==> src/rtl/hs_link.sv <==
module hs_link #(
  parameter int AW = 3,
  parameter int DW = 8,
  parameter int RESP_DELAY = 2
) (
  input  logic          clk,
  input  logic          rst_n,
  input  logic          start,
  input  logic          wr_en,
  input  logic [AW-1:0] addr,
  input  logic [DW-1:0] wdata,
  output logic          busy,
  output logic          done,
  output logic [DW-1:0] rdata
);
  localparam int DEPTH = 1 << AW;
  localparam int CW = $clog2(RESP_DELAY + 2);

  typedef enum logic [2:0] {M_IDLE, M_RREQ, M_RDATA, M_RACK, M_WREQ, M_WEND} mst_t;
  typedef enum logic [2:0] {S_IDLE, S_RWAIT, S_RACK, S_DWAIT, S_DRDY, S_DEND, S_WWAIT, S_WACK} slv_t;

  // link lines
  logic          rd_req, wr_req, m_ack, ack, drdy;
  logic [AW-1:0] bus_addr;
  logic [DW-1:0] bus_wdata, bus_rdata;

  // synchronisers
  logic [1:0] ack_q, drdy_q, rd_q, wr_q, mack_q;
  logic       ack_s, drdy_s, rd_s, wr_s, mack_s;

  always_ff @(posedge clk) begin
    if (!rst_n) begin
      ack_q <= '0; drdy_q <= '0; rd_q <= '0; wr_q <= '0; mack_q <= '0;
    end else begin
      ack_q  <= {ack_q[0], ack};
      drdy_q <= {drdy_q[0], drdy};
      rd_q   <= {rd_q[0], rd_req};
      wr_q   <= {wr_q[0], wr_req};
      mack_q <= {mack_q[0], m_ack};
    end
  end

  assign ack_s  = ack_q[1];
  assign drdy_s = drdy_q[1];
  assign rd_s   = rd_q[1];
  assign wr_s   = wr_q[1];
  assign mack_s = mack_q[1];

  // master
  mst_t m_st;
  assign busy = (m_st != M_IDLE);

  always_ff @(posedge clk) begin
    if (!rst_n) begin
      m_st <= M_IDLE; rd_req <= 1'b0; wr_req <= 1'b0; m_ack <= 1'b0;
      bus_addr <= '0; bus_wdata <= '0; rdata <= '0; done <= 1'b0;
    end else begin
      done <= 1'b0;
      case (m_st)
        M_IDLE: if (start) begin
          bus_addr  <= addr;
          bus_wdata <= wdata;
          if (wr_en) begin wr_req <= 1'b1; m_st <= M_WREQ; end
          else       begin rd_req <= 1'b1; m_st <= M_RREQ; end
        end
        M_RREQ:  if (ack_s)   begin rd_req <= 1'b0; m_st <= M_RDATA; end
        M_RDATA: if (drdy_s)  begin rdata <= bus_rdata; m_ack <= 1'b1; m_st <= M_RACK; end
        M_RACK:  if (!drdy_s) begin m_ack <= 1'b0; done <= 1'b1; m_st <= M_IDLE; end
        M_WREQ:  if (ack_s)   begin wr_req <= 1'b0; m_st <= M_WEND; end
        M_WEND:  if (!ack_s)  begin done <= 1'b1; m_st <= M_IDLE; end
        default: m_st <= M_IDLE;
      endcase
    end
  end

  // slave
  slv_t          s_st;
  logic [CW-1:0] cnt;
  logic [AW-1:0] s_addr;
  logic [DW-1:0] mem [DEPTH];
  logic          cnt_hit;

  assign cnt_hit = (cnt == CW'(RESP_DELAY));

  always_ff @(posedge clk) begin
    if (!rst_n) begin
      s_st <= S_IDLE; cnt <= '0; s_addr <= '0; ack <= 1'b0; drdy <= 1'b0; bus_rdata <= '0;
      for (int i = 0; i < DEPTH; i++) mem[i] <= '0;
    end else begin
      case (s_st)
        S_IDLE: begin
          cnt <= '0;
          if (rd_s)      s_st <= S_RWAIT;
          else if (wr_s) s_st <= S_WWAIT;
        end
        S_RWAIT: if (cnt_hit) begin
          s_addr <= bus_addr; ack <= 1'b1; cnt <= '0; s_st <= S_RACK;
        end else cnt <= cnt + 1'b1;
        S_RACK: if (!rd_s) begin ack <= 1'b0; s_st <= S_DWAIT; end
        S_DWAIT: if (cnt_hit) begin
          bus_rdata <= mem[s_addr]; drdy <= 1'b1; s_st <= S_DRDY;
        end else cnt <= cnt + 1'b1;
        S_DRDY: if (mack_s)  begin drdy <= 1'b0; s_st <= S_DEND; end
        S_DEND: if (!mack_s) s_st <= S_IDLE;
        S_WWAIT: if (cnt_hit) begin
          mem[bus_addr] <= bus_wdata; ack <= 1'b1; cnt <= '0; s_st <= S_WACK;
        end else cnt <= cnt + 1'b1;
        S_WACK: if (!wr_s) begin ack <= 1'b0; s_st <= S_IDLE; end
        default: s_st <= S_IDLE;
      endcase
    end
  end

  AST_REQ_EXCL:   assert property (@(posedge clk) disable iff (!rst_n) !(rd_req && wr_req));
  AST_RREQ_HOLD:  assert property (@(posedge clk) disable iff (!rst_n) (rd_req && !ack_s) |=> rd_req);
  AST_WREQ_HOLD:  assert property (@(posedge clk) disable iff (!rst_n) (wr_req && !ack_s) |=> wr_req);
  AST_ACK_ON_REQ: assert property (@(posedge clk) disable iff (!rst_n) $rose(ack) |-> (rd_s || wr_s));
  AST_DRDY_NOACK: assert property (@(posedge clk) disable iff (!rst_n) $rose(drdy) |-> !ack);
  AST_DONE_PULSE: assert property (@(posedge clk) disable iff (!rst_n) done |=> !done);
  AST_DONE_IDLE:  assert property (@(posedge clk) disable iff (!rst_n)
                    done |-> (!rd_req && !wr_req && !m_ack && !ack_s && !drdy_s && !busy));
endmodule

==> config.mk <==
export PLATFORM = sky130hd
export DESIGN_NAME = hs_link
export DESIGN_NICKNAME = d
export VERILOG_FILES = /design/src/rtl/hs_link.sv
export SDC_FILE = /design/constraint.sdc
export NUM_CORES = 1
export LEC_CHECK = 0
export CORE_MARGIN = 1
export CORE_UTILIZATION = 30
export CTS_CLUSTER_DIAMETER = 60
export DETAILED_ROUTE_END_ITERATION = 16
export GPL_TIMING_DRIVEN = 0
export HOLD_SLACK_MARGIN = 0.03
export PLACE_DENSITY = 0.45
export RECOVER_POWER = 100
export REMOVE_ABC_BUFFERS = 1
export SLEW_MARGIN = 20
export SYNTH_ARGS = -nofsm -noshare
export SYNTH_HDL_FRONTEND = slang
export SYNTH_SLANG_ARGS = --single-unit
export TNS_END_PERCENT = 100
==> constraint.sdc <==
create_clock -name clk -period 2 [get_ports clk]
set_input_delay 0.4 -clock clk [delete_from_list [all_inputs] [get_ports clk]]
set_output_delay 0.4 -clock clk [all_outputs]
set_load 0.01 [all_outputs]
==> impl_metrics.csv <==
group,metric,value,unit
timing,fmax,526,MHz
clocking,cts_buffers,17,
placed_design,placed_cells,700,
critical_path,timing.rr.end,"mem[6][2]",
clocking,hold_buffers,0,
min_path,whs_path_depth,1,
final_layout,drive_gt1_frac,0.161,
timing,post-route-period-util,0.950,
logic_synthesis,netlist_instances,474,
grt,grt_max_degree,28,
pwr,peakVddDrop,0.601,mV
logic_synthesis,synthMuxAreaShare,0.0734,
logic_synthesis,seq_area_frac_synth,0.569,
timing,relSlewSlack,0.470,
placed_design,postPlaceCellArea,5690,sq um
pwr,powerDensity,1010,nW/um^2
critical_path,crit_family,"buffers and inverters",
critical_path,cp_slowest_stage_delay,0.34,ns
timing,tightest_slew,0.790,ns
min_path,hold_start,"drdy_q[0]",
final_layout,final_cells,747,
clocking,clk_latency,0.41,ns
logic_synthesis,synth_top_family_by_area,"simple AND/OR/NAND/NOR gates",
pwr,total_power,6530,uW
critical_path,critical_path_arrival,2.03,ns
logic_synthesis,synth_area,5280,sq um
grt,grt.total_usage,0.150,
grt,grt-ovfl-total,0,
clocking,root_buffer,"clkbuf_16",
logic_synthesis,synth_edf_count,64,
logic_synthesis,synth_seq_cells,118,
logic_synthesis,async_flop_share,0,
pwr,sw_frac_of_total,0.260,
critical_path,critPathRequiredTime,2.13,ns
final_layout,fill_cells,1700,
grt,top_usage_layer,"met2",
logic_synthesis,ys_types,51,
pwr,p_sw,1700,uW
floorplan,rows,48,
floorplan,coreArea,17200,sq um
timing,report.final.slew_viol_count,0,
critical_path,r2r_cells,7,
route,totalWireLength,12600,microns
timing,clock_skew,0.00556,ns
grt,use_met2,0.220,
pwr,leakagePower,0.00225,uW
clocking,clk_path_buf_depth,2,
min_path,min_to,"drdy_q[1]",
grt,first_global_vias,3397,
status,status,"finished clean",
pwr,p_int,4830,uW
clocking,cts_tree,"done",
clocking,clock_sinks,118,
logic_synthesis,synth-xor-area-share,0.00498,
timing,fin_crit,1.90,ns
logic_synthesis,ys.flop_type,"edfxtp_1",
route,dr.pass1.iters,4,
route,routed_via_density,4.71,
floorplan,die_w,135,microns
floorplan,die-area,18100,sq um
grt,grt_use_met3,0.0522,
pwr,pwr-share-seq,0.447,
critical_path,crit_path_max_fanout,10,
critical_path,critPathKind,"flip-flop to flip-flop",
critical_path,cp-start-kind,"flip-flop",
route,first_iter_violations,207,
critical_path,cp_slowest_cell,"dfxtp_1",
placed_design,gp_congestion,0.715,
logic_synthesis,synth-simple-area-share,0.205,
timing,finalSetupViolations,0,
clocking,cts_htree_levels,4,
placed_design,port_buffers,24,
logic_synthesis,avgSynthCellArea,11.1,sq um
critical_path,r2r_start,"cnt[0]",
route,vias,3519,
pwr,power_frac_comb,0.113,
critical_path,path_cells,"inv_2 -> ha_4 -> and3_4 -> nand4b_4 -> clkbuf_2 -> o21ai_4 -> buf_12",
logic_synthesis,synth-compound-area-share,0.108,
flow_run,maxCapViolCount,0,
placed_design,dp_hpwl,7910,microns
timing,rsz0062_at_grt,"no",
grt,antenna_found_initial,0,
final_layout,antennaDiodeCount,0,
route,drc,0,
logic_synthesis,yosys_warnings,0,
route,wire_per_inst,16.9,microns
critical_path,crit_buf_inv,3,
logic_synthesis,synth_fa_ha_area_frac,0.00711,
floorplan,initial_core_util,0.306,
final_layout,nNetsFinal,527,
pwr,clockPowerShare,0.440,
critical_path,cp-end-kind,"flip-flop",
timing,fin_setup_tns,0,ns
final_layout,final_core_util,0.374,
timing,finalHoldViolations,0,
route,ant_nets,0,
final_layout,area_growth,22.0,%
floorplan,ios,25,
final_layout,fin_area,6440,sq um
critical_path,rrSetupSlack,0.10,ns
min_path,hold_class,"flip-flop to flip-flop",
clocking,clk_pin_slew_worst_paths,0.05,ns
floorplan,fp.dieH,135,microns
grt,grt_util_met1,0.207,
grt,grt_pass1_wl,19600,microns
## cell type report
| cell class | count | area [sq um] | share of cell area |
|---|---|---|---|
| well taps | 225 | 282 | 0.0437 |
| repair inverters | 1 | 5.00 | 0.000777 |
| flip-flops and latches | 118 | 3010 | 0.467 |
| clock buffers | 23 | 488 | 0.0757 |
| inverters | 10 | 38.8 | 0.00602 |
| repair buffers | 39 | 345 | 0.0536 |
| clock inverters | 9 | 75.1 | 0.0117 |
| multi-input cells | 322 | 2200 | 0.342 |
## cell families (layout without fill, tap and decap cells)
group	count (synthesis)	count (layout)
simple gates	191	191
flops	118	118
compound gates	88	88
mux	37	37
buf+inv	34	82
fa+ha+maj	3	3
xor+xnor	3	3
## flip-flops by register name (all words and copies together) (netlist names), 2 cells and up
name	cells
s_st	3
rd_q	2
bus_addr	3
mem	64
ack_q	2
s_addr	3
wr_q	2
rdata	8
cnt	2
drdy_q	2
bus_rdata	8
m_st	3
bus_wdata	8
mack_q	2
## synth_stat cells, drive strengths merged, types with 3 or more instances
master / count / area (sq um)
a2111oi: 3 / 26.3
a211oi: 3 / 22.5
a21oi: 29 / 145
a22o: 7 / 61.3
a22oi: 9 / 67.6
a31oi: 5 / 37.5
and2: 75 / 469
and3: 3 / 23.8
buf: 17 / 113
clkbuf: 7 / 26.3
dfxtp: 54 / 1080
edfxtp: 64 / 1920
ha: 3 / 37.5
inv: 9 / 33.8
mux2: 14 / 158
mux2i: 23 / 230
nand2: 49 / 184
nand2b: 9 / 63.8
nand3: 5 / 25.0
nor2: 28 / 120
nor2b: 4 / 25.0
nor3: 7 / 57.6
nor3b: 3 / 22.5
o21ai: 14 / 70.1
o22ai: 8 / 50.1
## metal layers
metal	vias to the layer above	share of wire
met4	0	0.0088
met1	1697	0.51
met5	-	0
li1	1759	-
met3	9	0.036
met2	54	0.45
## per-stage QoR
stage,hold WS (ns),worst slack [ns]
after global routing,0.459,0.00547
after CTS,0.438,-0.00375
after global placement,0.423,-1.60
final,0.434,0.101
after detailed placement,0.425,-1.42
after floorplan,0.412,-0.200
## placed cells by master (no fill, tap or decap), types with 13 or more instances in the layout
master,count
and2_0,27
nor2_1,22
edfxtp_1,64
a21oi_1,29
mux2i_1,23
clkbuf_16,17
clkdlybuf4s50_1,13
and2_1,48
dfxtp_1,49
nand2_1,49
## how the worst max path moves through the flow
stage / startpoint / end / slack [ns] / cells past startpoint
floorplan: cnt[0] / mem[2][0] / -0.20 / 5
global placement: rst_n / mem[3][6] / -1.60 / 4
detailed placement: rst_n / bus_rdata[1] / -1.42 / 4
CTS: cnt[0] / mem[2][1] / -0.004 / 5
global route: m_st[2] / bus_wdata[7] / 0.005 / 4
finish: cnt[0] / mem[6][2] / 0.10 / 7
## power groups by stage
stage	registers, uW	logic [uW]	clock network [uW]
2_1_floorplan	2880	530	0
3_3_place_gp	2960	681	0
3_5_place_dp	2960	707	0
4_1_cts	2930	743	2930
5_1_grt	2950	826	3050
6_report	2920	737	2870
## what timing repair did
action / CTS / global route
setup buffers: 4 / 10
setup endpoints to repair: 169 / 35
cloned: 1 / 0
pin swaps: 3 / 4
gates resized for setup: 33 / 7
No activity file was read; power rests on OpenSTA's default activity.
